[src/rtl/rt_xfer_pkg.sv]
package rt_xfer_pkg;
  localparam int REG_CNT = 3;
  localparam int IDX_M = 0;
  localparam int IDX_Q = 1;
  localparam int IDX_A = 2;

  typedef enum logic [1:0] {
    OP_PASS = 2'd0,
    OP_NOT  = 2'd1,
    OP_INC  = 2'd2,
    OP_DEC  = 2'd3
  } op_e;

  typedef enum logic [1:0] {
    ST_IDLE  = 2'd0,
    ST_READ  = 2'd1,
    ST_WRITE = 2'd2
  } state_e;

  typedef struct packed {
    logic latchOp;
    logic useLatched;
    logic srcFromMem;
    logic regWrite;
    logic resultLoad;
  } ctrl_t;
endpackage

[src/rtl/rt_xfer_ctrl.sv]
module rt_xfer_ctrl
  import rt_xfer_pkg::*;
(
  input  logic  clk,
  input  logic  rstN,
  input  logic  opValid,
  input  logic  srcZero,
  input  logic  dstZero,
  input  logic  dstZeroHeld,
  input  logic  memAck,
  output logic  ready,
  output logic  done,
  output logic  memReq,
  output logic  memWe,
  output ctrl_t ctrl
);
  state_e state, stateNext;
  logic doneNext;

  always_comb begin
    stateNext = state;
    doneNext = 1'b0;
    ctrl = '0;
    ready = 1'b0;
    memReq = 1'b0;
    memWe = 1'b0;
    unique case (state)
      ST_IDLE: begin
        ready = 1'b1;
        if (opValid) begin
          ctrl.latchOp = 1'b1;
          if (srcZero) begin
            stateNext = ST_READ;
          end else if (dstZero) begin
            ctrl.resultLoad = 1'b1;
            stateNext = ST_WRITE;
          end else begin
            ctrl.regWrite = 1'b1;
            doneNext = 1'b1;
          end
        end
      end
      ST_READ: begin
        memReq = 1'b1;
        ctrl.useLatched = 1'b1;
        ctrl.srcFromMem = 1'b1;
        if (memAck) begin
          if (dstZeroHeld) begin
            ctrl.resultLoad = 1'b1;
            stateNext = ST_WRITE;
          end else begin
            ctrl.regWrite = 1'b1;
            doneNext = 1'b1;
            stateNext = ST_IDLE;
          end
        end
      end
      ST_WRITE: begin
        memReq = 1'b1;
        memWe = 1'b1;
        ctrl.useLatched = 1'b1;
        if (memAck) begin
          doneNext = 1'b1;
          stateNext = ST_IDLE;
        end
      end
      default: stateNext = ST_IDLE;
    endcase
  end

  always_ff @(posedge clk or negedge rstN) begin
    if (!rstN) begin
      state <= ST_IDLE;
      done <= 1'b0;
    end else begin
      state <= stateNext;
      done <= doneNext;
    end
  end

  // an unanswered request stays up with the same direction
  p_req_held_r9: assert property (@(posedge clk) disable iff (!rstN)
    (memReq && !memAck) |=> (memReq && $stable(memWe)));

  // a read acknowledge with a memory destination is followed by a write
  p_read_then_write_r9: assert property (@(posedge clk) disable iff (!rstN)
    (memReq && !memWe && memAck && dstZeroHeld) |=> (memReq && memWe));

  // on-chip operation completes without leaving idle
  p_one_cycle_r8: assert property (@(posedge clk) disable iff (!rstN)
    (ready && opValid && !srcZero && !dstZero) |=> (done && ready));

  // done is a single-cycle pulse
  p_done_pulse_r9: assert property (@(posedge clk) disable iff (!rstN)
    done |=> !done);
endmodule

[src/rtl/rt_xfer_datapath.sv]
module rt_xfer_datapath
  import rt_xfer_pkg::*;
#(
  parameter int DATA_W = 16
) (
  input  logic              clk,
  input  logic              rstN,
  input  ctrl_t             ctrl,
  input  logic [REG_CNT-1:0] srcSel,
  input  logic [REG_CNT-1:0] dstSel,
  input  logic [1:0]        opSel,
  input  logic [DATA_W-1:0] memRdata,
  output logic              dstZeroHeld,
  output logic [DATA_W-1:0] memWdata,
  output logic [DATA_W-1:0] regOut [REG_CNT]
);
  logic [REG_CNT-1:0] dstHeld;
  logic [1:0]         opHeld;
  logic [REG_CNT-1:0] dstCur;
  logic [1:0]         opCur;
  logic [DATA_W-1:0]  orSrc;
  logic [DATA_W-1:0]  operand;
  logic [DATA_W-1:0]  result;
  logic [DATA_W-1:0]  resultHeld;

  function automatic logic [DATA_W-1:0] applyOp(input logic [1:0] op,
                                               input logic [DATA_W-1:0] v);
    unique case (op_e'(op))
      OP_PASS: return v;
      OP_NOT:  return ~v;
      OP_INC:  return v + DATA_W'(1);
      OP_DEC:  return v - DATA_W'(1);
      default: return v;
    endcase
  endfunction

  always_ff @(posedge clk or negedge rstN) begin
    if (!rstN) begin
      dstHeld <= '0;
      opHeld <= '0;
    end else if (ctrl.latchOp) begin
      dstHeld <= dstSel;
      opHeld <= opSel;
    end
  end

  assign dstCur = ctrl.useLatched ? dstHeld : dstSel;
  assign opCur = ctrl.useLatched ? opHeld : opSel;
  assign dstZeroHeld = (dstHeld == '0);

  always_comb begin
    orSrc = '0;
    for (int i = 0; i < REG_CNT; i++) begin
      if (srcSel[i]) orSrc = orSrc | regOut[i];
    end
  end

  assign operand = ctrl.srcFromMem ? memRdata : orSrc;
  assign result = applyOp(opCur, operand);

  always_ff @(posedge clk or negedge rstN) begin
    if (!rstN) resultHeld <= '0;
    else if (ctrl.resultLoad) resultHeld <= result;
  end
  assign memWdata = resultHeld;

  for (genvar g = 0; g < REG_CNT; g++) begin : g_reg
    always_ff @(posedge clk or negedge rstN) begin
      if (!rstN) regOut[g] <= '0;
      else if (ctrl.regWrite && dstCur[g]) regOut[g] <= result;
    end

    // a register left out of the mask holds its value
    p_unselected_hold_r3: assert property (@(posedge clk) disable iff (!rstN)
      (ctrl.regWrite && !dstCur[g]) |=> $stable(regOut[g]));
  end

  // broadcast writes land identically in M and Q, and in Q and A
  p_broadcast_mq_r2: assert property (@(posedge clk) disable iff (!rstN)
    (ctrl.regWrite && dstCur[IDX_M] && dstCur[IDX_Q]) |=> (regOut[IDX_M] == regOut[IDX_Q]));
  p_broadcast_qa_r2: assert property (@(posedge clk) disable iff (!rstN)
    (ctrl.regWrite && dstCur[IDX_Q] && dstCur[IDX_A]) |=> (regOut[IDX_Q] == regOut[IDX_A]));

  // a memory-held destination never changes on-chip registers
  p_no_reg_write_r7: assert property (@(posedge clk) disable iff (!rstN)
    (ctrl.regWrite && ctrl.useLatched) |-> !dstZeroHeld);
endmodule

[src/rtl/rt_xfer_unit.sv]
module rt_xfer_unit
  import rt_xfer_pkg::*;
#(
  parameter int DATA_W = 16,
  parameter int ADDR_W = 15
) (
  input  logic              clk,
  input  logic              rstN,
  input  logic              opValid,
  input  logic [2:0]        srcSel,
  input  logic [2:0]        dstSel,
  input  logic [1:0]        opSel,
  output logic              ready,
  output logic              done,
  output logic              memReq,
  output logic              memWe,
  output logic [ADDR_W-1:0] memAddr,
  output logic [DATA_W-1:0] memWdata,
  input  logic [DATA_W-1:0] memRdata,
  input  logic              memAck,
  output logic [DATA_W-1:0] regA,
  output logic [DATA_W-1:0] regQ,
  output logic [DATA_W-1:0] regM
);
  localparam logic [ADDR_W-1:0] TOP_ADDR = {ADDR_W{1'b1}};

  ctrl_t ctrl;
  logic dstZeroHeld;
  logic [DATA_W-1:0] regOut [REG_CNT];

  rt_xfer_ctrl u_ctrl (
    .clk(clk), .rstN(rstN), .opValid(opValid),
    .srcZero(srcSel == '0), .dstZero(dstSel == '0),
    .dstZeroHeld(dstZeroHeld), .memAck(memAck),
    .ready(ready), .done(done), .memReq(memReq), .memWe(memWe),
    .ctrl(ctrl)
  );

  rt_xfer_datapath #(.DATA_W(DATA_W)) u_dp (
    .clk(clk), .rstN(rstN), .ctrl(ctrl),
    .srcSel(srcSel), .dstSel(dstSel), .opSel(opSel),
    .memRdata(memRdata), .dstZeroHeld(dstZeroHeld),
    .memWdata(memWdata), .regOut(regOut)
  );

  assign memAddr = TOP_ADDR;
  assign regA = regOut[IDX_A];
  assign regQ = regOut[IDX_Q];
  assign regM = regOut[IDX_M];

  // no new operation is taken while busy; registers hold during a pure read wait
  p_busy_hold_r9: assert property (@(posedge clk) disable iff (!rstN)
    (memReq && !memAck) |=> ($stable(regA) && $stable(regQ) && $stable(regM)));

  // a memory-destination acceptance leaves the idle state
  p_mem_dst_busy_r7: assert property (@(posedge clk) disable iff (!rstN)
    (ready && opValid && dstSel == '0) |=> !ready);
endmodule

[config.mk]
export PLATFORM = sky130hd
export DESIGN_NAME = rt_xfer_unit
export DESIGN_NICKNAME = d
export VERILOG_FILES = /design/src/rtl/rt_xfer_pkg.sv /design/src/rtl/rt_xfer_ctrl.sv /design/src/rtl/rt_xfer_datapath.sv /design/src/rtl/rt_xfer_unit.sv
export SDC_FILE = /design/constraint.sdc
export NUM_CORES = 1
export LEC_CHECK = 0
export BUFFER_PORTS_ARGS = -buffer_cell sky130_fd_sc_hd__buf_2
export CORE_MARGIN = 5
export CORE_UTILIZATION = 33
export CTS_CLUSTER_DIAMETER = 200
export CTS_CLUSTER_SIZE = 25
export DETAILED_ROUTE_END_ITERATION = 8
export PLACE_DENSITY = 0.62
export SLEW_MARGIN = 0
export SYNTH_ARGS = -nofsm -noshare
export SYNTH_HDL_FRONTEND = slang
export SYNTH_SLANG_ARGS = --single-unit
[constraint.sdc]
create_clock -name clk -period 3.9 [get_ports clk]
set_input_delay 0 -clock clk [delete_from_list [all_inputs] [get_ports clk]]
set_output_delay 0 -clock clk [all_outputs]
set_load 0.01 [all_outputs]
==> impl_metrics.toml, run 1 <==
[status]
status = "finished clean"

[setup_path]
crit_chain = "inv_1 -> ha_1 -> mux2i_1 -> nor2_2 -> buf_4 -> ha_1 -> a221o_1 -> a21boi_2 -> a211oi_1 -> or3_1 -> a31oi_2 -> a21oi_1"
cp_max_fo = 19
path_class = "reg -> reg"
crit_start = "u_ctrl.state[0]"
crit_buf_inv = 2
cpMostUsedCell = "ha_1"
startpoint_type = "flip-flop"
cpLargestDelayFamily = "compound AO/OA/AOI/OAI gates"
rr_startpoint = "u_ctrl.state[0]"
crit_slowest_cell = "ha_1"
cp.required_ps = 4110
critical_path.max_stage_delay_ps = 480
worst_setup_path_end_kind = "flip-flop"
critPathArrivalTime_ps = 3840

[cts]
path_clk_slew_ps = 60
cts_tree = "yes"
cts_max_path_buffers = 2
clock_latency_ps = 330
post_cts_buffers = 0
clock-sinks = 72
cts_buffers = 9
htree_num_levels = 3
cts-root-buf = "clkbuf_16"

[global_route]
grt_pass1_vias = 4010
antenna_found_initial = 0
grtUsageTotal_pct = 17.4
grt_max_degree = 40
grt.overflow.total = 0
grt_first_pass_wirelength_um = 22100

[sta]
fin_worst_skew_ps = 9.20
rsz0062_at_grt = "no"
slew_viol_final = 0
hold_violations = 0
slew_headroom_pct = 45.4
finalSetupTns_ps = 0
setup_viol = 0
fin_crit_ps = 3630
tightestPinTransition_ps = 820
max_freq_ghz = 0.275
finalCritPeriodShare_pct = 93.2

[finish]
stdcell_area_um2 = 5510
fin_nets = 613
nFillCells = 1309
drive_gt1_share_pct = 31.2
register_area_um2 = 1800
multi_input_area_um2 = 2520
syn_to_final_growth_pct = 21.4
antenna-diode-count = 0

[placement]
dp_hpwl_um = 10500
placed_area_um2 = 5170
port_buffers = 95
routabilityCongestion = 0.937

[hold_path]
hp-start = "opValid"
worstHoldPathType = "in -> reg"

[detailed_routing]
vias_per_cell = 5.39
drc = 0
wl_per_cell_um = 18.9
routed_wl_um = 14000
drt_iter0_drc = 331
antenna_left = 0
routed-via-count = 4004
drtPass1Iterations = 6

[power_and_ir_drop]
comb_power_share_pct = 64.8
switching_share_pct = 47.4
p_clk_share_pct = 12.2
p_per_area_nw_per_um2 = 1100
total_power_w = 0.00609
power_frac_seq_pct = 23.1
ir_drop_mv = 0.407
cellLeakagePower_nw = 2.51
internal_power_w = 0.00320
switchingPower_w = 0.00289

[yosys]
ys_seq_elements = 72
async_reset_ff_share_pct = 100
synth_common_cells = "72 x dfrtp_1, 46 x a21oi_1, 45 x nor2_1"
yosysTopAreaCell = "dfrtp_1"
synth.distinct_cells = 63
seq_area_frac_synth_pct = 39.7
avgSynthCellArea_um2 = 9.87
synth_top_cell_area_share_pct = 39.7
syn-cell-area_um2 = 4540
synthTopCellsByArea = "dfrtp_1 40%, mux2_2 8.7%, ha_1 6.1%"
synth_flop_cell = "dfrtp_1"
netlist_instances = 460
synth-edff-count = 0
yosysMostFrequentCell = "dfrtp_1"
ys_warn_count = 0

[floorplanning]
die_w_um = 127
dieArea_um2 = 16200
pin_count = 111
initial_core_util_pct = 34.0
rows = 42
core-area_um2 = 13300
die_h_um = 127

[flow_run]
maxCapViolCount = 0
## logic make-up (layout without fill, tap and decap cells)
family / after synthesis / count (layout) / synth area share [%]
compound gates: 130 / 130 / 19.9
xor+xnor: 14 / 14 / 2.70
fa+ha+maj: 23 / 23 / 6.51
buf+inv: 53 / 146 / 6.34
flops: 72 / 72 / 39.7
mux: 56 / 56 / 13.4
other cells: 1 / 15 / 0.0826
simple gates: 111 / 111 / 11.3
## flip-flops by register name, summed over array words and instances, names as in the netlist
signal,flops
u_dp.opHeld,2
u_ctrl.state,2
u_dp.dstHeld,3
u_dp.regOut,48
u_dp.memWdata,16
u_ctrl.done,1
## worst min-delay path, delay by kind of cell
kind            cells  cell delay [ps]
simple gates        2              120
buf+inv             2              170
compound gates      2              140
## repair_timing
item / CTS / global route
hold buffers: 8 / 0
hold endpoints to repair: 39 / 0
setup endpoints to repair: 0 / 0
resized for setup: 0 / 0
## routing by layer
| layer | GRT usage, % | share of wire, % |
|---|---|---|
| met2 | 29.0 | 49 |
| met5 | 0 | 0 |
| met3 | 3.34 | 5.9 |
| met1 | 22.2 | 43 |
| met4 | 6.62 | 2.9 |
## worst paths after layout
kind	end	slack [ps]	depth (start not counted)
max	u_dp.memWdata[14]	270	12
min	u_ctrl.state[0]	140	6
max reg2reg	u_dp.memWdata[14]	270	12
min reg2reg	u_dp.memWdata[9]	500	1
max in group asynchronous	u_dp.regOut[41]	2600	3
min in group asynchronous	u_dp.regOut[19]	300	2
## placed cells by master (no fill, tap or decap), types with 8 or more instances in the layout
master,instances
a21oi_1,46
a222oi_1,15
a31oi_1,9
buf_2,95
buf_4,12
clkbuf_16,9
conb_1,15
dfrtp_1,72
dlygate4sd3_1,8
ha_1,22
inv_1,14
mux2_2,35
mux2i_1,20
nand2_1,31
nor2_1,41
o21ai_0,14
o22a_1,8
xnor2_1,8
## cell type report
type | instances | area share, %
timing repair buffer | 115 | 11.7
sequential | 72 | 32.7
clock buffer | 9 | 4.09
inverter | 15 | 1.02
tap | 176 | 4.00
clock inverter | 7 | 0.704
multi-input combinational | 349 | 45.8
## power by group through the flow
stage	registers [W]	clock network [W]	logic (W)
2_1_floorplan	0.00153	0	0.00260
3_3_place_gp	0.00140	0	0.00388
3_5_place_dp	0.00141	0	0.00390
4_1_cts	0.00140	0.000756	0.00394
5_1_grt	0.00146	0.000793	0.00434
6_report	0.00140	0.000742	0.00394
## per-stage QoR
| stage | cells | util, % | worst slack (ps) | hold slack (ps) |
|---|---|---|---|---|
| 2_1_floorplan | 474 | - | 220 | -296 |
| 3_3_place_gp | 719 | 38.7 | 425 | 136 |
| 3_5_place_dp | 719 | 38.7 | 316 | 146 |
| 4_1_cts | 743 | 41.3 | 288 | 131 |
| 5_1_grt | 743 | 41.3 | 14.4 | 192 |
| 6_report | 743 | 41.3 | 266 | 139 |
No activity file was read; power rests on OpenSTA's default activity.
==> run 2: changes to the inputs <==
--- a/config.mk
+++ b/config.mk
@@ -6,12 +6,11 @@
 export NUM_CORES = 1
 export LEC_CHECK = 0
 export BUFFER_PORTS_ARGS = -buffer_cell sky130_fd_sc_hd__buf_2
-export CORE_MARGIN = 5
-export CORE_UTILIZATION = 33
+export CORE_UTILIZATION = 49
 export CTS_CLUSTER_DIAMETER = 200
 export CTS_CLUSTER_SIZE = 25
 export DETAILED_ROUTE_END_ITERATION = 8
-export PLACE_DENSITY = 0.62
+export PLACE_DENSITY = 0.83
 export SLEW_MARGIN = 0
 export SYNTH_ARGS = -nofsm -noshare
 export SYNTH_HDL_FRONTEND = slang
==> impl_metrics.toml, run 2 (same netlist as run 1, synthesis figures left out) <==
[finish]
regMostFlops = "u_dp.regOut"
register_area_um2 = 1800
fin_nets = 610
largest_register_ffs = 48
nFillCells = 752
syn_to_final_growth_pct = 17.3
multi_input_area_um2 = 2520
stdcell_area_um2 = 5320
drive_gt1_share_pct = 30.7
antenna-diode-count = 0
mostFrequentLayoutCells = "95 x buf_2, 72 x dfrtp_1, 46 x a21oi_1"
final_common_cell = "buf_2"

[setup_path]
crit_chain = "inv_1 -> ha_1 -> inv_4 -> buf_4 -> a21oi_1 -> ha_1 -> and4_1 -> o211ai_1 -> a21oi_1 -> o311ai_1 -> a31oi_1 -> mux2_2"
cp.depth = 12
startpoint_type = "flip-flop"
cp.required_ps = 4140
rr_startpoint = "u_ctrl.state[1]"
path_class = "reg -> reg"
crit_slowest_cell = "ha_1"
cp_max_fo = 21
rr_worst_depth = 12
critical_path.max_stage_delay_ps = 440
critPathArrivalTime_ps = 3840
worst_setup_path_end_kind = "flip-flop"
crit_buf_inv = 3
cpLargestDelayFamily = "compound AO/OA/AOI/OAI gates"
crit_start = "u_ctrl.state[1]"

[placement]
dp_hpwl_um = 9340
port_buffers = 95
placed_area_um2 = 5060
routabilityCongestion = 1.02

[sta]
fin_crit_ps = 3600
setup_viol = 0
rsz0062_at_grt = "no"
slew_headroom_pct = 26.2
finalCritPeriodShare_pct = 92.3
slew_viol_final = 0
hold_violations = 0
tightestPinTransition_ps = 1110
finalSetupTns_ps = 0
fin_worst_skew_ps = 10.3
max_freq_ghz = 0.278

[global_route]
grt_pass1_vias = 3983
antenna_found_initial = 0
grt.overflow.total = 0
grt_first_pass_wirelength_um = 20800
grt_max_degree = 50
grtUsageTotal_pct = 27.9

[cts]
post_cts_buffers = 0
cts_max_path_buffers = 2
clock-sinks = 72
htree_num_levels = 3
cts-root-buf = "clkbuf_8"
cts_tree = "yes"
clock_latency_ps = 360
path_clk_slew_ps = 90
cts_buffers = 9

[flow_run]
maxCapViolCount = 0

[floorplanning]
initial_core_util_pct = 51.3
dieArea_um2 = 9650
core-area_um2 = 8850
rows = 34
pin_count = 111
die_h_um = 98.2
die_w_um = 98.2

[power_and_ir_drop]
cellLeakagePower_nw = 2.44
comb_power_share_pct = 66.8
ir_drop_mv = 0.545
total_power_w = 0.00589
p_per_area_nw_per_um2 = 1110
p_clk_share_pct = 9.3
switchingPower_w = 0.00289
internal_power_w = 0.00299
power_frac_seq_pct = 23.9
switching_share_pct = 49.2

[detailed_routing]
drt_iter0_drc = 389
routed-via-count = 4090
drc = 5
drtPass1Iterations = 9
routed_wl_um = 13200
antenna_left = 0
vias_per_cell = 6.09
wl_per_cell_um = 19.6

[status]
status = "finished with violations"
failed_checks = "DRC"

[hold_path]
worstHoldPathType = "in -> reg"
hp-start = "opValid"
min_path_cells = 6
## run 2: path summary, 6_finish.rpt
kind	to	slack, ps
setup reg to reg	u_dp.regOut[13]	300
hold / removal	u_ctrl.state[0]	120
setup / recovery	u_dp.regOut[13]	300
min in group asynchronous	u_ctrl.done	400
hold reg to reg	u_dp.memWdata[3]	510
max in group asynchronous	u_dp.regOut[37]	2570
## run 2: area by class of cell
class                   count  area share, %
inverters                  15           1.10
repair buffers            112           11.7
clock buffers               9           2.33
flip-flops and latches     72           33.9
multi-input cells         349           47.4
clock inverters             7           1.03
well taps                 108           2.54
## run 2: stage by stage
| step | setup slack [ps] | utilization (%) | std cells | hold slack (ps) |
|---|---|---|---|---|
| 3_5_place_dp | 115 | 57.1 | 648 | 266 |
| 4_1_cts | 73.4 | 60.1 | 672 | 106 |
| 3_3_place_gp | 245 | 57.1 | 648 | 249 |
| 5_1_grt | 82.3 | 60.2 | 672 | 151 |
| 2_1_floorplan | 220 | - | 474 | -296 |
| 6_report | 302 | 60.2 | 672 | 117 |
## run 2: power groups by stage
stage	sequential, W	clock, W	combinational, W
floorplan	0.00153	0	0.00260
global placement	0.00139	0	0.00376
detailed placement	0.00141	0	0.00383
CTS	0.00140	0.000558	0.00387
global route	0.00145	0.000594	0.00428
finish	0.00141	0.000549	0.00393
## run 2: worst min-delay path, stage by stage
cell	delay (ps)
buf_2	110
inv_1	60
o21ai_0	80
nand2_1	70
nand2_1	40
o21ai_0	60
## run 2: what timing repair did
action,4_1_cts,5_1_grt
gates resized for setup,0,3
endpoints found under the hold margin,54,0
hold buffers,8,0
setup endpoints to repair,0,29
## run 2: metal layers
metal	up-vias	global-route usage (%)	wire length, µm
li1	1862	-	-
met1	1992	37.9	5700
met2	212	44.4	6190
met3	24	6.87	1090
met4	0	8.27	192
met5	-	0	0
==> run 3: changes to the inputs <==
--- a/config.mk
+++ b/config.mk
@@ -6,6 +6,7 @@
 export NUM_CORES = 1
 export LEC_CHECK = 0
 export BUFFER_PORTS_ARGS = -buffer_cell sky130_fd_sc_hd__buf_2
+export CORE_ASPECT_RATIO = 1.1
 export CORE_UTILIZATION = 49
 export CTS_CLUSTER_DIAMETER = 200
 export CTS_CLUSTER_SIZE = 25
==> impl_metrics.toml, run 3 (same netlist as run 1, synthesis figures left out) <==
[status]
status = "finished clean"

[power_and_ir_drop]
internal_power_w = 0.00312
p_per_area_nw_per_um2 = 1110
p_clk_share_pct = 10.9
comb_power_share_pct = 65.7
ir_drop_mv = 0.502
switchingPower_w = 0.00282
total_power_w = 0.00595
power_frac_seq_pct = 23.5
switching_share_pct = 47.5
cellLeakagePower_nw = 2.47

[cts]
cts_buffers = 9
clock_latency_ps = 360
htree_num_levels = 3
post_cts_buffers = 0
cts_tree = "yes"
cts-root-buf = "clkbuf_8"
cts_max_path_buffers = 2
cts-resized-gates = 0
path_clk_slew_ps = 80
clock-sinks = 72

[setup_path]
cpMostUsedCell = "ha_1"
cp_max_fo = 8
critical_path.max_stage_delay_ps = 440
startpoint_type = "flip-flop"
path_class = "reg -> reg"
crit_slowest_cell = "ha_1"
crit_chain = "inv_1 -> ha_1 -> mux2i_2 -> nor2_2 -> buf_4 -> ha_1 -> and4_1 -> o211a_1 -> nor2_1 -> mux2i_1 -> nand3_1 -> mux2_2"
rr_worst_depth = 12
critPathArrivalTime_ps = 3880
worst_setup_path_end_kind = "flip-flop"
cp.required_ps = 4140

[detailed_routing]
drc = 0
routed_wl_um = 12600
drt_iter0_drc = 377
wl_per_cell_um = 18.5
drtPass1Iterations = 7
antenna_left = 0
routed-via-count = 4062
vias_per_cell = 5.97

[sta]
tightestPinTransition_ps = 768
fin_ws_ps = 261
finalCritPeriodShare_pct = 93.3
rsz0062_at_grt = "no"
finalSetupTns_ps = 0
slew_headroom_pct = 48.8
fin_crit_ps = 3640
slew_viol_final = 0
setup_viol = 0
max_freq_ghz = 0.275
hold_violations = 0
fin_worst_skew_ps = 8.45

[floorplanning]
die_h_um = 103
core-area_um2 = 8920
die_w_um = 93.8
pin_count = 111
rows = 36
initial_core_util_pct = 50.9
dieArea_um2 = 9650

[finish]
syn_to_final_growth_pct = 18.3
regMostFlops = "u_dp.regOut"
fin_nets = 612
utilization_pct = 60.2
largest_register_ffs = 48
drive_gt1_share_pct = 30.2
final_common_cell = "buf_2"
nFillCells = 781
antenna-diode-count = 0
mostFrequentLayoutCells = "95 x buf_2, 72 x dfrtp_1, 46 x a21oi_1"

[hold_path]
worstHoldPathType = "in -> reg"
min_path_cells = 6

[global_route]
grt_max_degree = 41
grt.overflow.total = 0
grtUsageTotal_pct = 26.8
grt_first_pass_wirelength_um = 19600
antenna_found_initial = 0
grt_pass1_vias = 3824

[placement]
routabilityCongestion = 1.02
dp_hpwl_um = 9150
port_buffers = 95
dp_slack_ps = 340

[flow_run]
maxCapViolCount = 0
run 3: cell count changes in the layout (fill, tap and decap cells not counted), moves of 2 or more:
| cell | delta |
|---|---|
| buf_4 | +2 |
| nor2_1 | +2 |
| clkbuf_1 | +2 |
| bufinv_16 | +2 |
| inv_6 | -2 |
run 3: cell type report:
class,instances,area [µm²],area share [%]
clock buffer,11,131,2.45
clock inverter,5,81.3,1.52
inverter,15,56.3,1.05
multi-input combinational,349,2510,46.9
sequential,72,1800,33.6
tap,114,143,2.66
timing repair buffer,114,638,11.9
run 3: worst paths after layout:
kind	slack [ps]	start	end
min reg2reg	510	u_dp.memWdata[5]	u_dp.memWdata[5]
max	260	u_ctrl.state[0]	u_dp.regOut[9]
min in group asynchronous	230	rstN	u_dp.regOut[7]
min	120	opValid	u_ctrl.state[0]
max reg2reg	260	u_ctrl.state[0]	u_dp.regOut[9]
max in group asynchronous	2660	rstN	u_dp.regOut[22]
run 3: per-stage QoR:
stage | cell area [µm²] | std cells | hold slack, ps
2_1_floorplan | 4590 | 474 | -296
3_3_place_gp | 5070 | 656 | 86.0
3_5_place_dp | 5070 | 656 | 102
4_1_cts | 5370 | 680 | 88.9
5_1_grt | 5370 | 680 | 166
6_report | 5370 | 680 | 115
run 3: metal layers:
metal,global-route usage (%),up-vias,part of all wire (%)
met2,43.6,181,47
met1,35.4,1999,44
li1,-,1862,-
met3,4.50,20,6.5
met5,0,-,0
met4,11.7,0,2.1
run 3: repair_timing:
| action | in CTS | in global routing |
|---|---|---|
| hold endpoints to repair | 38 | 0 |
| endpoints found under the setup margin | 0 | 0 |
| hold buffers | 8 | 0 |
run 3: worst max-delay path: cells and delay by family, from the launching register on:
| kind | cells | cell delay, ps |
|---|---|---|
| and+or+nand+nor | 4 | 1090 |
| muxes | 3 | 820 |
| adders and majority gates | 2 | 740 |
| DFF | 1 | 400 |
| buffers and inverters | 2 | 330 |
| AOI/OAI and AO/OA | 1 | 140 |
run 3: power groups by stage:
stage                     sequential [W]  combinational [W]  clock [W]
after CTS                        0.00139            0.00387   0.000660
after global placement           0.00138            0.00377          0
after global routing             0.00144            0.00428   0.000690
after floorplan                  0.00153            0.00260          0
final                            0.00139            0.00391   0.000646
after detailed placement         0.00140            0.00384          0
